### config.mk
export PLATFORM = sky130hd
export DESIGN_NAME = guard_timer
export DESIGN_NICKNAME = d
export VERILOG_FILES = /design/src/rtl/guard_pkg.sv /design/src/rtl/guard_counter.sv /design/src/rtl/guard_regs.sv /design/src/rtl/guard_rstgen.sv /design/src/rtl/guard_timer.sv
export SDC_FILE = /design/constraint.sdc
export NUM_CORES = 1
export LEC_CHECK = 0
export CAP_MARGIN = 20
export CORE_MARGIN = 2
export CORE_UTILIZATION = 40
export CTS_BUF_LIST = sky130_fd_sc_hd__clkbuf_2 sky130_fd_sc_hd__clkbuf_4 sky130_fd_sc_hd__clkbuf_8
export DETAILED_ROUTE_END_ITERATION = 8
export GPL_TIMING_DRIVEN = 0
export PLACE_DENSITY = 0.6
export RECOVER_POWER = 100
export SETUP_SLACK_MARGIN = 0.2
export SYNTH_ARGS = -nofsm -noshare
export SYNTH_HDL_FRONTEND = slang
export SYNTH_SLANG_ARGS = --single-unit
### constraint.sdc
create_clock -name clk -period 2.4 [get_ports clk]
set_input_delay 0.36 -clock clk [delete_from_list [all_inputs] [get_ports clk]]
set_output_delay 0.36 -clock clk [all_outputs]
set_load 0.005 [all_outputs]
### src/rtl/guard_pkg.sv
package guard_pkg;
  localparam int ADDR_W = 6;
  localparam int DATA_W = 32;

  localparam logic [ADDR_W-1:0] A_COUNT   = 6'h00;
  localparam logic [ADDR_W-1:0] A_RELOAD  = 6'h04;
  localparam logic [ADDR_W-1:0] A_RESTART = 6'h08;
  localparam logic [ADDR_W-1:0] A_CTRL    = 6'h0C;
  localparam logic [ADDR_W-1:0] A_FLAG    = 6'h10;
  localparam logic [ADDR_W-1:0] A_FLAGCLR = 6'h14;
  localparam logic [ADDR_W-1:0] A_WIDTH   = 6'h18;
  localparam logic [ADDR_W-1:0] A_MASKA   = 6'h1C;
  localparam logic [ADDR_W-1:0] A_MASKB   = 6'h20;

  localparam logic [DATA_W-1:0] RESTART_KEY = 32'h0000_4755;
  localparam logic [7:0]        CTRL_KEEP   = 8'hF3;

  typedef struct packed {
    logic       boot;
    logic [1:0] scope;
    logic       tick_sel;
    logic [1:0] rsvd;
    logic       rst_en;
    logic       run;
  } ctrl_t;
endpackage

### src/rtl/guard_counter.sv
module guard_counter #(
  parameter int CNT_W = 32,
  parameter logic [CNT_W-1:0] RELOAD_RST = '1
) (
  input  logic             clk,
  input  logic             rst,
  input  logic             run,
  input  logic             tick_sel,
  input  logic             tick,
  input  logic             restart,
  input  logic [CNT_W-1:0] reload,
  output logic [CNT_W-1:0] count,
  output logic             expire
);
  logic step;

  assign step   = run && (tick_sel ? tick : 1'b1);
  assign expire = !restart && step && (count < CNT_W'(2));

  always_ff @(posedge clk) begin
    if (rst) begin
      count <= RELOAD_RST;
    end else if (restart || expire) begin
      count <= reload;
    end else if (step) begin
      count <= count - CNT_W'(1);
    end
  end
endmodule

### src/rtl/guard_regs.sv
module guard_regs
  import guard_pkg::*;
#(
  parameter int CNT_W  = 32,
  parameter int DOM_W  = 26,
  parameter int DOMB_W = 32,
  parameter int PW_W   = 8,
  parameter logic [CNT_W-1:0]  RELOAD_RST = '1,
  parameter logic [DOM_W-1:0]  MASKA_RST  = '1,
  parameter logic [DOMB_W-1:0] MASKB_RST  = '0
) (
  input  logic              clk,
  input  logic              rst,
  input  logic [ADDR_W-1:0] addr,
  input  logic              we,
  input  logic [DATA_W-1:0] wdata,
  input  logic [CNT_W-1:0]  count,
  input  logic              expire,
  output logic [DATA_W-1:0] rdata,
  output ctrl_t             ctrl,
  output logic [CNT_W-1:0]  reload,
  output logic [PW_W-1:0]   width,
  output logic [DOM_W-1:0]  mask_a,
  output logic [DOMB_W-1:0] mask_b,
  output logic              flag,
  output logic              restart
);
  logic [DATA_W-1:0] rd_next;

  assign restart = we && (addr == A_RESTART) && (wdata == RESTART_KEY);

  always_comb begin
    rd_next = '0;
    case (addr)
      A_COUNT:  rd_next[CNT_W-1:0]  = count;
      A_RELOAD: rd_next[CNT_W-1:0]  = reload;
      A_CTRL:   rd_next[7:0]        = ctrl;
      A_FLAG:   rd_next[0]          = flag;
      A_WIDTH:  rd_next[PW_W-1:0]   = width;
      A_MASKA:  rd_next[DOM_W-1:0]  = mask_a;
      A_MASKB:  rd_next[DOMB_W-1:0] = mask_b;
      default:  rd_next = '0;
    endcase
  end

  always_ff @(posedge clk) begin
    if (rst) begin
      rdata  <= '0;
      ctrl   <= '0;
      reload <= RELOAD_RST;
      width  <= '1;
      mask_a <= MASKA_RST;
      mask_b <= MASKB_RST;
      flag   <= 1'b0;
    end else begin
      rdata <= rd_next;
      if (we) begin
        case (addr)
          A_RELOAD: reload <= wdata[CNT_W-1:0];
          A_CTRL:   ctrl   <= ctrl_t'(wdata[7:0] & CTRL_KEEP);
          A_WIDTH:  width  <= wdata[PW_W-1:0];
          A_MASKA:  mask_a <= wdata[DOM_W-1:0];
          A_MASKB:  mask_b <= wdata[DOMB_W-1:0];
          default: ;
        endcase
      end
      if (expire) begin
        ctrl.run <= 1'b0;
      end
      if (expire) begin
        flag <= 1'b1;
      end else if (we && (addr == A_FLAGCLR) && wdata[0]) begin
        flag <= 1'b0;
      end
    end
  end
endmodule

### src/rtl/guard_rstgen.sv
module guard_rstgen #(
  parameter int DOM_W  = 26,
  parameter int DOMB_W = 32,
  parameter int PW_W   = 8
) (
  input  logic              clk,
  input  logic              rst,
  input  logic              expire,
  input  logic              rst_en,
  input  logic [PW_W-1:0]   width,
  input  logic [1:0]        scope,
  input  logic [DOM_W-1:0]  mask_a,
  input  logic [DOMB_W-1:0] mask_b,
  output logic              pulse,
  output logic [1:0]        scope_o,
  output logic [DOM_W-1:0]  dom_a,
  output logic [DOMB_W-1:0] dom_b
);
  logic [PW_W-1:0]   left_q;
  logic [DOM_W-1:0]  cap_a;
  logic [DOMB_W-1:0] cap_b;

  always_ff @(posedge clk) begin
    if (rst) begin
      left_q  <= '0;
      scope_o <= '0;
      cap_a   <= '0;
      cap_b   <= '0;
    end else if (expire && rst_en) begin
      left_q  <= (width == '0) ? PW_W'(1) : width;
      scope_o <= scope;
      cap_a   <= mask_a;
      cap_b   <= mask_b;
    end else if (left_q != '0) begin
      left_q <= left_q - PW_W'(1);
    end
  end

  assign pulse = (left_q != '0);
  assign dom_a = cap_a & {DOM_W{pulse}};
  assign dom_b = cap_b & {DOMB_W{pulse}};
endmodule

### src/rtl/guard_timer.sv
module guard_timer
  import guard_pkg::*;
#(
  parameter int CNT_W  = 32,
  parameter int DOM_W  = 26,
  parameter int DOMB_W = 32,
  parameter int PW_W   = 8,
  parameter logic [CNT_W-1:0]  RELOAD_RST = 32'h00FF_FFFF,
  parameter logic [DOM_W-1:0]  MASKA_RST  = 26'h23F_FFF3,
  parameter logic [DOMB_W-1:0] MASKB_RST  = '0
) (
  input  logic              clk,
  input  logic              rst,
  input  logic              tick_i,
  input  logic [ADDR_W-1:0] addr_i,
  input  logic              wr_en_i,
  input  logic [DATA_W-1:0] wr_data_i,
  output logic [DATA_W-1:0] rd_data_o,
  output logic              timeout_o,
  output logic              rst_o,
  output logic [1:0]        rst_scope_o,
  output logic [DOM_W-1:0]  rst_dom_a_o,
  output logic [DOMB_W-1:0] rst_dom_b_o
);
  ctrl_t             ctrl_q;
  logic [CNT_W-1:0]  reload_q;
  logic [CNT_W-1:0]  count_q;
  logic [PW_W-1:0]   width_q;
  logic [DOM_W-1:0]  mask_a_q;
  logic [DOMB_W-1:0] mask_b_q;
  logic              restart_w;
  logic              expire_w;
  logic              run_w;
  logic              rst_en_w;

  assign run_w    = ctrl_q.run;
  assign rst_en_w = ctrl_q.rst_en;

  guard_regs #(
    .CNT_W(CNT_W), .DOM_W(DOM_W), .DOMB_W(DOMB_W), .PW_W(PW_W),
    .RELOAD_RST(RELOAD_RST), .MASKA_RST(MASKA_RST), .MASKB_RST(MASKB_RST)
  ) regs_i (
    .clk(clk), .rst(rst), .addr(addr_i), .we(wr_en_i), .wdata(wr_data_i),
    .count(count_q), .expire(expire_w), .rdata(rd_data_o), .ctrl(ctrl_q),
    .reload(reload_q), .width(width_q), .mask_a(mask_a_q), .mask_b(mask_b_q),
    .flag(timeout_o), .restart(restart_w)
  );

  guard_counter #(.CNT_W(CNT_W), .RELOAD_RST(RELOAD_RST)) cnt_i (
    .clk(clk), .rst(rst), .run(run_w), .tick_sel(ctrl_q.tick_sel),
    .tick(tick_i), .restart(restart_w), .reload(reload_q),
    .count(count_q), .expire(expire_w)
  );

  guard_rstgen #(.DOM_W(DOM_W), .DOMB_W(DOMB_W), .PW_W(PW_W)) rgen_i (
    .clk(clk), .rst(rst), .expire(expire_w), .rst_en(rst_en_w),
    .width(width_q), .scope(ctrl_q.scope), .mask_a(mask_a_q), .mask_b(mask_b_q),
    .pulse(rst_o), .scope_o(rst_scope_o), .dom_a(rst_dom_a_o), .dom_b(rst_dom_b_o)
  );
endmodule

==> results.md <==
* Status: finished, violations left
* Failing checks: setup timing
* ANT cells at 0
* Max VDD drop at 0.000434 V
* Hold Buf Count CTS at 0
* Worst hold margin at 0.231 ns
* Synthesized area per cell at 8.70 um2
* GR Util All Layers at 27.3%
* # placed instances at 1632
* Avg WL per Cell at 21.1 um
* Setup Viol. Count Final at 220
* Pleak at 5.63 nW
* Max FO, Critical Path at 9
* Fin cells at 1771
* CTS H-Tree Depth at 2
* CORE AREA at 0.0251 mm2
* Slowest stage delay, CP at 0.44 ns
* Die area at 0.0267 mm2
* Max Cap Viol at 0
* DP HPWL at 25800 um
* Gr ovfl total at 0
* Tmin final at 2.80 ns
* Worst path slowest cell: clkdlybuf4s50_1
* RSZ-0062 raised after global routing: yes
* Nets at 1452
* EDFF count, synth at 0
* Distinct cells, synth at 50
* Die Y at 164 um
* Slew HR at 39.1%
* Synth Instances at 1170
* Worst-Margin Slew at 0.914 ns
* 1st-pass router iterations at 8
* Residual DRC at 0
* CTS Sinks at 237
* Pins over their slew limit at 0
* CTS Buf Count at 41
* P per Cell Area at 688 mW/mm2
* GP Congestion at 0.908
* Crit end category: primary output
* Max clock buf depth at 3
* First-pass GRT wire length at 55200 um
* CTS tree: yes
* Area Growth Syn to Fin at 43.3%
* 1st-iter DRT viols at 988
* Vias in the first global route at 9324
* Post-DP Area at 0.0119 mm2
* Row Count at 58
* Max Fclk at 358 MHz
* Reg clk slew, reported paths at 0.06 ns
* Final instance area at 0.0146 mm2
* Dpl ws at -1.02 ns
* Ys Warns at 0
* Initial antenna violation count at 0
* Pin count of the biggest net entering global routing at 11
* CP bufs+invs at 3
* Post-synthesis register bit count at 237
* Hold violation count in the final report at 0
* Crit Path Category: flip-flop to primary output
* Main synth FF type: dfxtp_1
* CP required at 2.04 ns
* Die Wd at 164 um
* Reg2Reg Setup Slack at -0.30 ns
* Critical path arrival at 2.44 ns
* Vias at 9780
* Starting Density at 40.6%
* Worst path cell trace: nor4_4, nand2_2, nor3_4, inv_4, clkbuf_4, and2_1, clkdlybuf4s50_1
* Async set-or-reset flop fraction in the synthesized netlist at 0%
* Post-Synthesis Cell Area at 0.0102 mm2
* Synthesized Nets at 1214
* Layout cells sized above 1 at 22.2%
* Routed vias/inst at 5.52
* Root Driver: clkbuf_8
* Top delay family on crit path: simple AND/OR/NAND/NOR gates
* IO Count at 136
* Final worst setup slack at -0.397 ns
* Post-Route WL at 37300 um
* Skew-Pair Late Insertion Delay at 0.54 ns
* Hold WC Path Type: input port to flip-flop
* ANT nets after route at 0
* Seq/Total Area, Yosys at 46.6%
* Port Buf Inserts at 132
* Startpoint Class: flip-flop
* Clock Skew at 0.0177 ns
* Fin crit share at 117%
==> cells in the mapped netlist, types with 5 or more instances <==
cell type / count / area (um2)
and3_1: 29 / 181
and2_1: 60 / 375
nor2_1: 143 / 537
nand3_1: 14 / 70.1
xor2_1: 23 / 201
a211oi_1: 8 / 60.1
clkbuf_1: 77 / 289
nand2b_1: 6 / 37.5
o21bai_1: 24 / 180
nor4_1: 13 / 81.3
buf_6: 6 / 67.6
or3_1: 8 / 50.1
dfxtp_1: 237 / 4740
nand4_1: 5 / 31.3
a222oi_1: 36 / 360
a21oi_1: 84 / 420
mux2i_1: 64 / 641
nand2_1: 188 / 706
nand3b_1: 26 / 195
inv_1: 7 / 26.3
a211o_1: 30 / 263
xnor2_1: 13 / 114
nor3_1: 19 / 95.1
==> flip-flops by register name, indices dropped and copies added (netlist names) <==
register	count
cnt_i.count	32
regs_i.ctrl	6
regs_i.flag	1
regs_i.mask_a	26
regs_i.mask_b	32
regs_i.rdata	32
regs_i.reload	32
regs_i.width	8
rgen_i.cap_a	26
rgen_i.cap_b	32
rgen_i.left_q	8
rgen_i.scope_o	2
==> per-stage QoR <==
step	setup TNS, ns	util, %	total power (W)
2_1_floorplan	0	-	0.00472
3_3_place_gp	-196.46	47.6	0.00517
3_5_place_dp	-196.49	47.6	0.00517
4_1_cts	-30.24	56.8	0.00997
5_1_grt	-53.93	58.1	0.0104
6_report	-38.38	58.1	0.0100
==> area by class of cell <==
cell class / count / area [um2]
Fill cell: 2311 / 10500
Multi-Input combinational cell: 839 / 5640
Sequential cell: 237 / 4760
Timing Repair Buffer: 195 / 2180
Clock buffer: 70 / 901
Buffer: 87 / 639
Tap cell: 330 / 413
Clock inverter: 6 / 32.5
Inverter: 7 / 28.8
==> tightest hold or removal path: cells and delay by family <==
| kind | cells | cell delay (ns) |
|---|---|---|
| compound gates | 1 | 0.06 |
| simple gates | 1 | 0.09 |
| buf+inv | 1 | 0.21 |
==> worst paths after layout <==
check	startpoint	end	cells after the start
hold / removal	wr_data_i[20]	regs_i.mask_b[20]	3
setup reg to reg	cnt_i.count[9]	rgen_i.cap_b[9]	10
hold reg to reg	regs_i.ctrl[7]	regs_i.ctrl[7]	2
setup / recovery	rgen_i.left_q[5]	rst_dom_a_o[14]	7
==> layout by cell type (no fill, tap or decap), drive strengths merged, types with 20 or more instances in the layout <==
master and instances:
nor2 143, o21bai 25, nand3b 26, nor3 20, a21oi 84, clkdlybuf4s15 29, mux2i 64, xor2 23
a211o 30, clkdlybuf4s50 42, dlygate4sd3 36, dfxtp 237, and3 29, a222oi 36, nand2 188, buf 90
and2 60, clkbuf 148
==> logic make-up (layout without fill, tap and decap cells) <==
group / count (synthesis) / after routing / synth area share (%)
and+or+nand+nor: 542 / 542 / 26.1
DFF: 237 / 237 / 46.6
AOI/OAI and AO/OA: 195 / 195 / 13.7
buffers and inverters: 94 / 365 / 3.98
muxes: 64 / 64 / 6.29
xor gates and xnor gates: 36 / 36 / 3.10
adders and majority gates: 2 / 2 / 0.246
==> per-layer routing <==
metal | share of wire (%) | GRT usage [%] | vias up
met5 | 0 | 0 | -
met1 | 41 | 34.7 | 4651
li1 | - | - | 4575
met2 | 46 | 44.2 | 467
met3 | 9.4 | 6.93 | 87
met4 | 3.9 | 11.1 | 0
==> what timing repair did <==
item,4_1_cts,5_1_grt
endpoints found under the setup margin,255,251
gates resized for setup,353,88
gates cloned,12,0
setup buffers,44,7
pin swaps,41,14
==> power breakdown <==
part           leakage [nW]  internal [W]  switching, W
logic                  3.22      0.000973      0.000949
registers              1.91       0.00401     0.0000917
clock network         0.497       0.00236       0.00166
No activity file was read; power rests on OpenSTA's default activity.
